==> src/rtl/clk_tree_pkg.sv <==
package clk_tree_pkg;
  localparam int DIV_W     = 4;
  localparam int SEL_W     = 2;
  localparam int ADDR_W    = 2;
  localparam int DATA_W    = 8;
  localparam int MODE_BIT  = 6;
  localparam int BYTE_D    = 8;
  localparam int BYTE_C    = 7;
  localparam int POSTBIT   = 2;
  localparam int PLLQUART  = 4;
  localparam int FRAC_LEN  = 7;
  localparam int FRAC_P0   = 2;
  localparam int FRAC_P1   = 6;
  localparam int FRAC_W    = $clog2(FRAC_LEN);
  localparam logic [SEL_W-1:0]  SEL_CPHY = '1;
  localparam logic [DATA_W-1:0] CODE_C   = 8'h00;
  localparam logic [DATA_W-1:0] CODE_D   = 8'h10;

  typedef struct packed {
    logic             cphy;
    logic [SEL_W-1:0] pixSel;
    logic [DIV_W-1:0] bitRatio;
    logic [DIV_W-1:0] pixRatio;
    logic [DIV_W-1:0] byteRatio;
  } tree_ctl_t;
endpackage

==> src/rtl/div_stage.sv <==
module div_stage #(
  parameter int W = 4
) (
  input  logic         clk,
  input  logic         rst,
  input  logic         ce,
  input  logic [W-1:0] ratio,
  output logic         tick
);
  logic [W-1:0] cnt;
  logic [W-1:0] cur;

  assign tick = ce && (cnt == cur - 1'b1);

  always_ff @(posedge clk) begin
    if (rst) begin
      cnt <= '0;
      cur <= W'(1);
    end else if (ce) begin
      if (tick) begin
        cnt <= '0;
        cur <= ratio;
      end else begin
        cnt <= cnt + 1'b1;
      end
    end
  end
endmodule

==> src/rtl/frac_stage.sv <==
module frac_stage
  import clk_tree_pkg::*;
(
  input  logic clk,
  input  logic rst,
  output logic tick
);
  logic [FRAC_W-1:0] phase;

  assign tick = (phase == FRAC_W'(FRAC_P0)) || (phase == FRAC_W'(FRAC_P1));

  always_ff @(posedge clk) begin
    if (rst) phase <= '0;
    else if (phase == FRAC_W'(FRAC_LEN - 1)) phase <= '0;
    else phase <= phase + 1'b1;
  end
endmodule

==> src/rtl/clk_tree_ctrl.sv <==
module clk_tree_ctrl
  import clk_tree_pkg::*;
(
  input  logic              clk,
  input  logic              rst,
  input  logic              wrEn,
  input  logic [ADDR_W-1:0] wrAddr,
  input  logic [DATA_W-1:0] wrData,
  input  logic [ADDR_W-1:0] rdAddr,
  output logic [DATA_W-1:0] rdData,
  output tree_ctl_t         ctl,
  output logic [DATA_W-1:0] ctrlModeCode,
  output logic              misCfg
);
  logic [DATA_W-1:0] glblReg;
  logic [SEL_W-1:0]  selReg;
  logic [DIV_W-1:0]  bitReg;
  logic [DIV_W-1:0]  pixReg;
  logic              cphy;
  logic [SEL_W-1:0]  effSel;

  always_ff @(posedge clk) begin
    if (rst) begin
      glblReg <= '0;
      selReg  <= '0;
      bitReg  <= DIV_W'(1);
      pixReg  <= DIV_W'(1);
    end else if (wrEn) begin
      case (wrAddr)
        2'd0:    glblReg <= wrData;
        2'd1:    selReg  <= wrData[SEL_W-1:0];
        2'd2:    bitReg  <= wrData[DIV_W-1:0];
        default: pixReg  <= wrData[DIV_W-1:0];
      endcase
    end
  end

  assign cphy   = glblReg[MODE_BIT];
  assign effSel = cphy ? SEL_CPHY : selReg;
  assign misCfg = cphy ? (selReg != SEL_CPHY) : (selReg == SEL_CPHY);
  assign ctrlModeCode = cphy ? CODE_C : CODE_D;

  always_comb begin
    ctl.cphy      = cphy;
    ctl.pixSel    = effSel;
    ctl.bitRatio  = (bitReg == '0) ? DIV_W'(1) : bitReg;
    ctl.pixRatio  = (pixReg == '0) ? DIV_W'(1) : pixReg;
    ctl.byteRatio = cphy ? DIV_W'(BYTE_C) : DIV_W'(BYTE_D);
  end

  always_comb begin
    case (rdAddr)
      2'd0:    rdData = glblReg;
      2'd1:    rdData = DATA_W'(effSel);
      2'd2:    rdData = DATA_W'(bitReg);
      default: rdData = DATA_W'(pixReg);
    endcase
  end
endmodule

==> src/rtl/clk_tree_dp.sv <==
module clk_tree_dp
  import clk_tree_pkg::*;
(
  input  logic      clk,
  input  logic      rst,
  input  tree_ctl_t ctl,
  output logic      bitEn,
  output logic      byteEn,
  output logic      pixEn,
  output logic      frac35En
);
  logic postBitEn;
  logic quartEn;
  logic dSrcEn;
  logic dPixEn;
  logic cPixEn;

  div_stage #(.W(DIV_W)) u_bit (
    .clk(clk), .rst(rst), .ce(1'b1), .ratio(ctl.bitRatio), .tick(bitEn)
  );

  div_stage #(.W(DIV_W)) u_byte (
    .clk(clk), .rst(rst), .ce(bitEn), .ratio(ctl.byteRatio), .tick(byteEn)
  );

  div_stage #(.W(DIV_W)) u_postbit (
    .clk(clk), .rst(rst), .ce(bitEn), .ratio(DIV_W'(POSTBIT)), .tick(postBitEn)
  );

  div_stage #(.W(DIV_W)) u_quart (
    .clk(clk), .rst(rst), .ce(1'b1), .ratio(DIV_W'(PLLQUART)), .tick(quartEn)
  );

  frac_stage u_frac (
    .clk(clk), .rst(rst), .tick(frac35En)
  );

  always_comb begin
    case (ctl.pixSel)
      2'd0:    dSrcEn = bitEn;
      2'd1:    dSrcEn = postBitEn;
      2'd2:    dSrcEn = quartEn;
      default: dSrcEn = frac35En;
    endcase
  end

  div_stage #(.W(DIV_W)) u_dpix (
    .clk(clk), .rst(rst), .ce(dSrcEn), .ratio(ctl.pixRatio), .tick(dPixEn)
  );

  div_stage #(.W(DIV_W)) u_cpix (
    .clk(clk), .rst(rst), .ce(frac35En), .ratio(ctl.pixRatio), .tick(cPixEn)
  );

  assign pixEn = ctl.cphy ? cPixEn : dPixEn;
endmodule

==> src/rtl/clk_div_tree.sv <==
module clk_div_tree
  import clk_tree_pkg::*;
(
  input  logic              clk,
  input  logic              rst,
  input  logic              wrEn,
  input  logic [ADDR_W-1:0] wrAddr,
  input  logic [DATA_W-1:0] wrData,
  input  logic [ADDR_W-1:0] rdAddr,
  output logic [DATA_W-1:0] rdData,
  output logic              bitEn,
  output logic              byteEn,
  output logic              pixEn,
  output logic              phyModeC,
  output logic [DATA_W-1:0] ctrlModeCode,
  output logic              misCfg
);
  tree_ctl_t ctl;
  logic      frac35En;

  clk_tree_ctrl u_ctrl (
    .clk(clk), .rst(rst), .wrEn(wrEn), .wrAddr(wrAddr), .wrData(wrData),
    .rdAddr(rdAddr), .rdData(rdData), .ctl(ctl),
    .ctrlModeCode(ctrlModeCode), .misCfg(misCfg)
  );

  clk_tree_dp u_dp (
    .clk(clk), .rst(rst), .ctl(ctl), .bitEn(bitEn), .byteEn(byteEn),
    .pixEn(pixEn), .frac35En(frac35En)
  );

  assign phyModeC = ctl.cphy;
endmodule

==> config.mk <==
export PLATFORM = sky130hd
export DESIGN_NAME = clk_div_tree
export DESIGN_NICKNAME = d
export VERILOG_FILES = /design/src/rtl/clk_tree_pkg.sv /design/src/rtl/div_stage.sv /design/src/rtl/frac_stage.sv /design/src/rtl/clk_tree_ctrl.sv /design/src/rtl/clk_tree_dp.sv /design/src/rtl/clk_div_tree.sv
export SDC_FILE = /design/constraint.sdc
export NUM_CORES = 1
export LEC_CHECK = 0
export ABC_AREA = 1
export CAP_MARGIN = 0
export CORE_AREA = 2 2 120 122
export DETAILED_ROUTE_END_ITERATION = 16
export DIE_AREA = 0 0 122 124
export DONT_BUFFER_PORTS = 1
export PLACE_DENSITY = 0.39
export SYNTH_ARGS = -nofsm -noshare
export SYNTH_HDL_FRONTEND = slang
export SYNTH_SLANG_ARGS = --single-unit
==> constraint.sdc <==
create_clock -name clk -period 1.6 [get_ports clk]
set_input_delay 0.08 -clock clk [delete_from_list [all_inputs] [get_ports clk]]
set_output_delay 0.08 -clock clk [all_outputs]
set_load 0.02 [all_outputs]
==> metrics <==
RR Endpoint u_dp.u_dpix.cur[1]; Via Count around 3000; core area 13700 um2; RSZ-0062 raised after global routing yes; Seq cells post-synth 64; violated checks negative setup slack; # DRC 0; # rows 43; number of antenna-violating nets in the routed design 0; Worst setup startpoint u_dp.u_dpix.cur[0]; # setup viols final 26; GRT Residual Overflow 0; status complete, but fails checks; CP cell instances inv_1 -> ha_1 -> xnor2_1 -> a21oi_1 -> nand3_1 -> inv_4 -> nand2_4 -> o21ai_4; DR WL/cell between 10 and 15 um; Util after Layout 34.2%; number of global-route vias before repair 2888; peak supply drop between 0.9 and 1 mV; Ys Warns 0; NumNets Final between 500 and 600; min Tclk post-route between 1500 and 2000 ps; vias per cell 4.30; Inserted Clock Buffers 9; most frequent cells in the layout dfxtp_1, nand2_1, inv_1; initial core utilization 23.7%; Worst Skew 6.29 ps; launch point of the worst reg-to-reg path u_dp.u_bit.cur[0]; worst hold stages 4; CP max-delay cell dfxtp_1; final worst slack -350 ps; buffers and inverters on the worst path 2; die height 124 um; register-to-register setup slack -280 ps; most used flip-flop cell after synthesis dfxtp_1; Clock Latency Late Sink 320 ps; cells after synthesis ~430; setup_tns -3800 ps; max-slew violations 0; width of the die roughly 120 um; Max Cap Viol 0; Post-synth ARST share 0%; syn avg cell area between 7 and 8 um2; Top delay family on crit path compound AO/OA/AOI/OAI gates; crit path DAT 1870 ps; commonest non-fill, non-tap cell in the layout dfxtp_1; critical path depth 8; Placed Cells 648; dpl hpwl 5740 um; Synth Cell Area 3260 um2; layout cells sized above 1 a little under a third; H-tree depth 3; crit path kind flip-flop to primary output; number of port buffers 0; crit end category primary output; worst endpoint required time 1520 ps; crit-path max cell delay roughly 320 ps; first-pass GRT wire length between 10000 and 15000 um; Clock Sinks 64; drt initial violations 72; Pleak 2.02 nW; GRT Util Overall 11.7%; area grow syn2layout 43.9%; initial antenna violation count 0; CP Launch Type flip-flop; Post-synth EDFFs 0; final hold vios 0; Finished Cell Area 4690 um2; Worst-Margin Slew 811 ps; Critical Path Fanout Max 8; FMAX 0.513 GHz; register area share after synthesis just under 40%; Reg clk slew, reported paths 50 ps; pwr/cell area roughly 1900 nW/um2; ANT cells 0; DRT Pass-1 Iters 4; worst hold path class input port to flip-flop; final WL 8380 um; cell count of the worst reg-to-reg path 16; Routability Congestion 0.776; CTS tree done; CTS root buffer clkbuf_16; die area between 15000 and 20000 um2; Worst Setup EP pixEn; period utilization 122%; Post-Place Setup Slack -128 ps; num ports 36; Cell Count, Final, Fillers Out 689; largest net degree at the start of global routing 38; worst-case clock buffer depth 2; relative slew slack 45.8%; synth unique cells 39; Placed Area 3820 um2
## how the worst min path moves through the flow
| stage | slack (ps) | endpoint | start |
|---|---|---|---|
| after detailed placement | 160 | u_dp.u_postbit.cur[1] | rst |
| after CTS | 40 | u_ctrl.pixReg[0] | wrAddr[0] |
| after global routing | 50 | u_ctrl.pixReg[0] | wrAddr[1] |
| after floorplan | 210 | u_ctrl.bitReg[0] | wrData[0] |
| after global placement | 150 | u_dp.u_postbit.cur[1] | rst |
| final | 50 | u_ctrl.bitReg[0] | wrAddr[1] |
## sequential cells by signal, indices dropped and copies added, names as in the netlist
| signal | cells |
|---|---|
| u_ctrl.pixReg | 4 |
| u_dp.u_postbit.cnt | 4 |
| u_dp.u_byte.cur | 3 |
| u_dp.u_dpix.cur | 4 |
| u_dp.u_cpix.cur | 4 |
| u_dp.u_quart.cur | 2 |
| u_dp.u_byte.cnt | 4 |
| u_dp.u_bit.cnt | 4 |
| u_ctrl.selReg | 2 |
| u_dp.u_bit.cur | 4 |
| u_dp.u_frac.phase | 3 |
| u_ctrl.bitReg | 4 |
| u_dp.u_cpix.cnt | 4 |
| u_dp.u_dpix.cnt | 4 |
| u_ctrl.glblReg | 8 |
| u_dp.u_postbit.cur | 2 |
| u_dp.u_quart.cnt | 4 |
## per-layer routing
metal  track usage, %  routed length [um]  vias to the layer above
li1                 -                   -                     1532
met1             15.1                4100                     1376
met2             18.5                3860                       45
met3             3.21                 285                        7
met4             4.53                 134                        0
met5                0                   0                        -
## repair_timing
action / 4_1_cts / 5_1_grt
endpoints found under the setup margin: 28 / 41
hold endpoints to repair: 27 / 0
setup buffers: 8 / 12
cloned: 0 / 0
hold buffers: 11 / 0
pin swaps: 10 / 20
gates resized for setup: 39 / 58
## cells in the mapped netlist, drive strengths merged (2+ instances only)
| cell type | number | area share, % |
|---|---|---|
| buf | 12 | 3.0 |
| o211ai | 6 | 1.4 |
| a211oi | 2 | 0.46 |
| nand4 | 7 | 1.5 |
| xor2 | 15 | 4.0 |
| nand2 | 71 | 8.7 |
| xnor2 | 12 | 3.2 |
| ha | 15 | 5.8 |
| inv | 60 | 6.9 |
| nor3 | 11 | 1.7 |
| o31ai | 2 | 0.46 |
| clkbuf | 5 | 0.58 |
| o21ai | 29 | 4.5 |
| a21oi | 31 | 4.9 |
| or2 | 4 | 0.77 |
| dfxtp | 64 | 39 |
| nor2 | 51 | 6.2 |
| nand3 | 29 | 4.8 |
## layout make-up
type / instances / area (um2)
Clock buffer: 13 / 260
Clock inverter: 3 / 40.0
Fill cell: 1450 / 9030
Inverter: 60 / 238
Multi-Input combinational cell: 299 / 1970
Sequential cell: 64 / 1290
Tap cell: 180 / 225
Timing Repair Buffer: 70 / 662
## report_power, final
group / leakage [nW] / internal (mW) / total, mW / switching (mW)
clock: 0.150 / 1.29 / 1.99 / 0.706
sequential: 0.523 / 1.89 / 2.12 / 0.229
combinational: 1.35 / 2.37 / 4.81 / 2.44
total: 2.02 / 5.55 / 8.92 / 3.38
## logic make-up after synthesis
family	Yosys count	share of synthesized area, %
flops	64	39.4
fa+ha+maj	15	5.76
compound gates	74	12.7
other cells	1	0.115
simple gates	176	24.4
buf+inv	77	10.5
xor+xnor	27	7.26
## worst reg2reg max path, cell delays in order (launching register included)
cell     delay, ps
dfxtp_2        330
inv_2           50
ha_4           260
inv_2           30
nand2_1         40
nand2_1         60
nand3_2         70
nor2_4          50
nand2_4         90
nand2_2         50
nand2_2         90
nand3_4         80
buf_4          150
buf_8          130
buf_12         130
a21oi_1        110
nor2_1          50
## per-stage QoR
| step | power (mW) | hold WS, ps |
|---|---|---|
| 4_1_cts | 8.31 | 36.1 |
| 3_5_place_dp | 5.65 | 156 |
| 6_report | 8.92 | 46.5 |
| 5_1_grt | 9.60 | 52.1 |
| 3_3_place_gp | 5.62 | 155 |
| 2_1_floorplan | 4.42 | 206 |
Note: power is estimated with default switching activity, not from simulation.
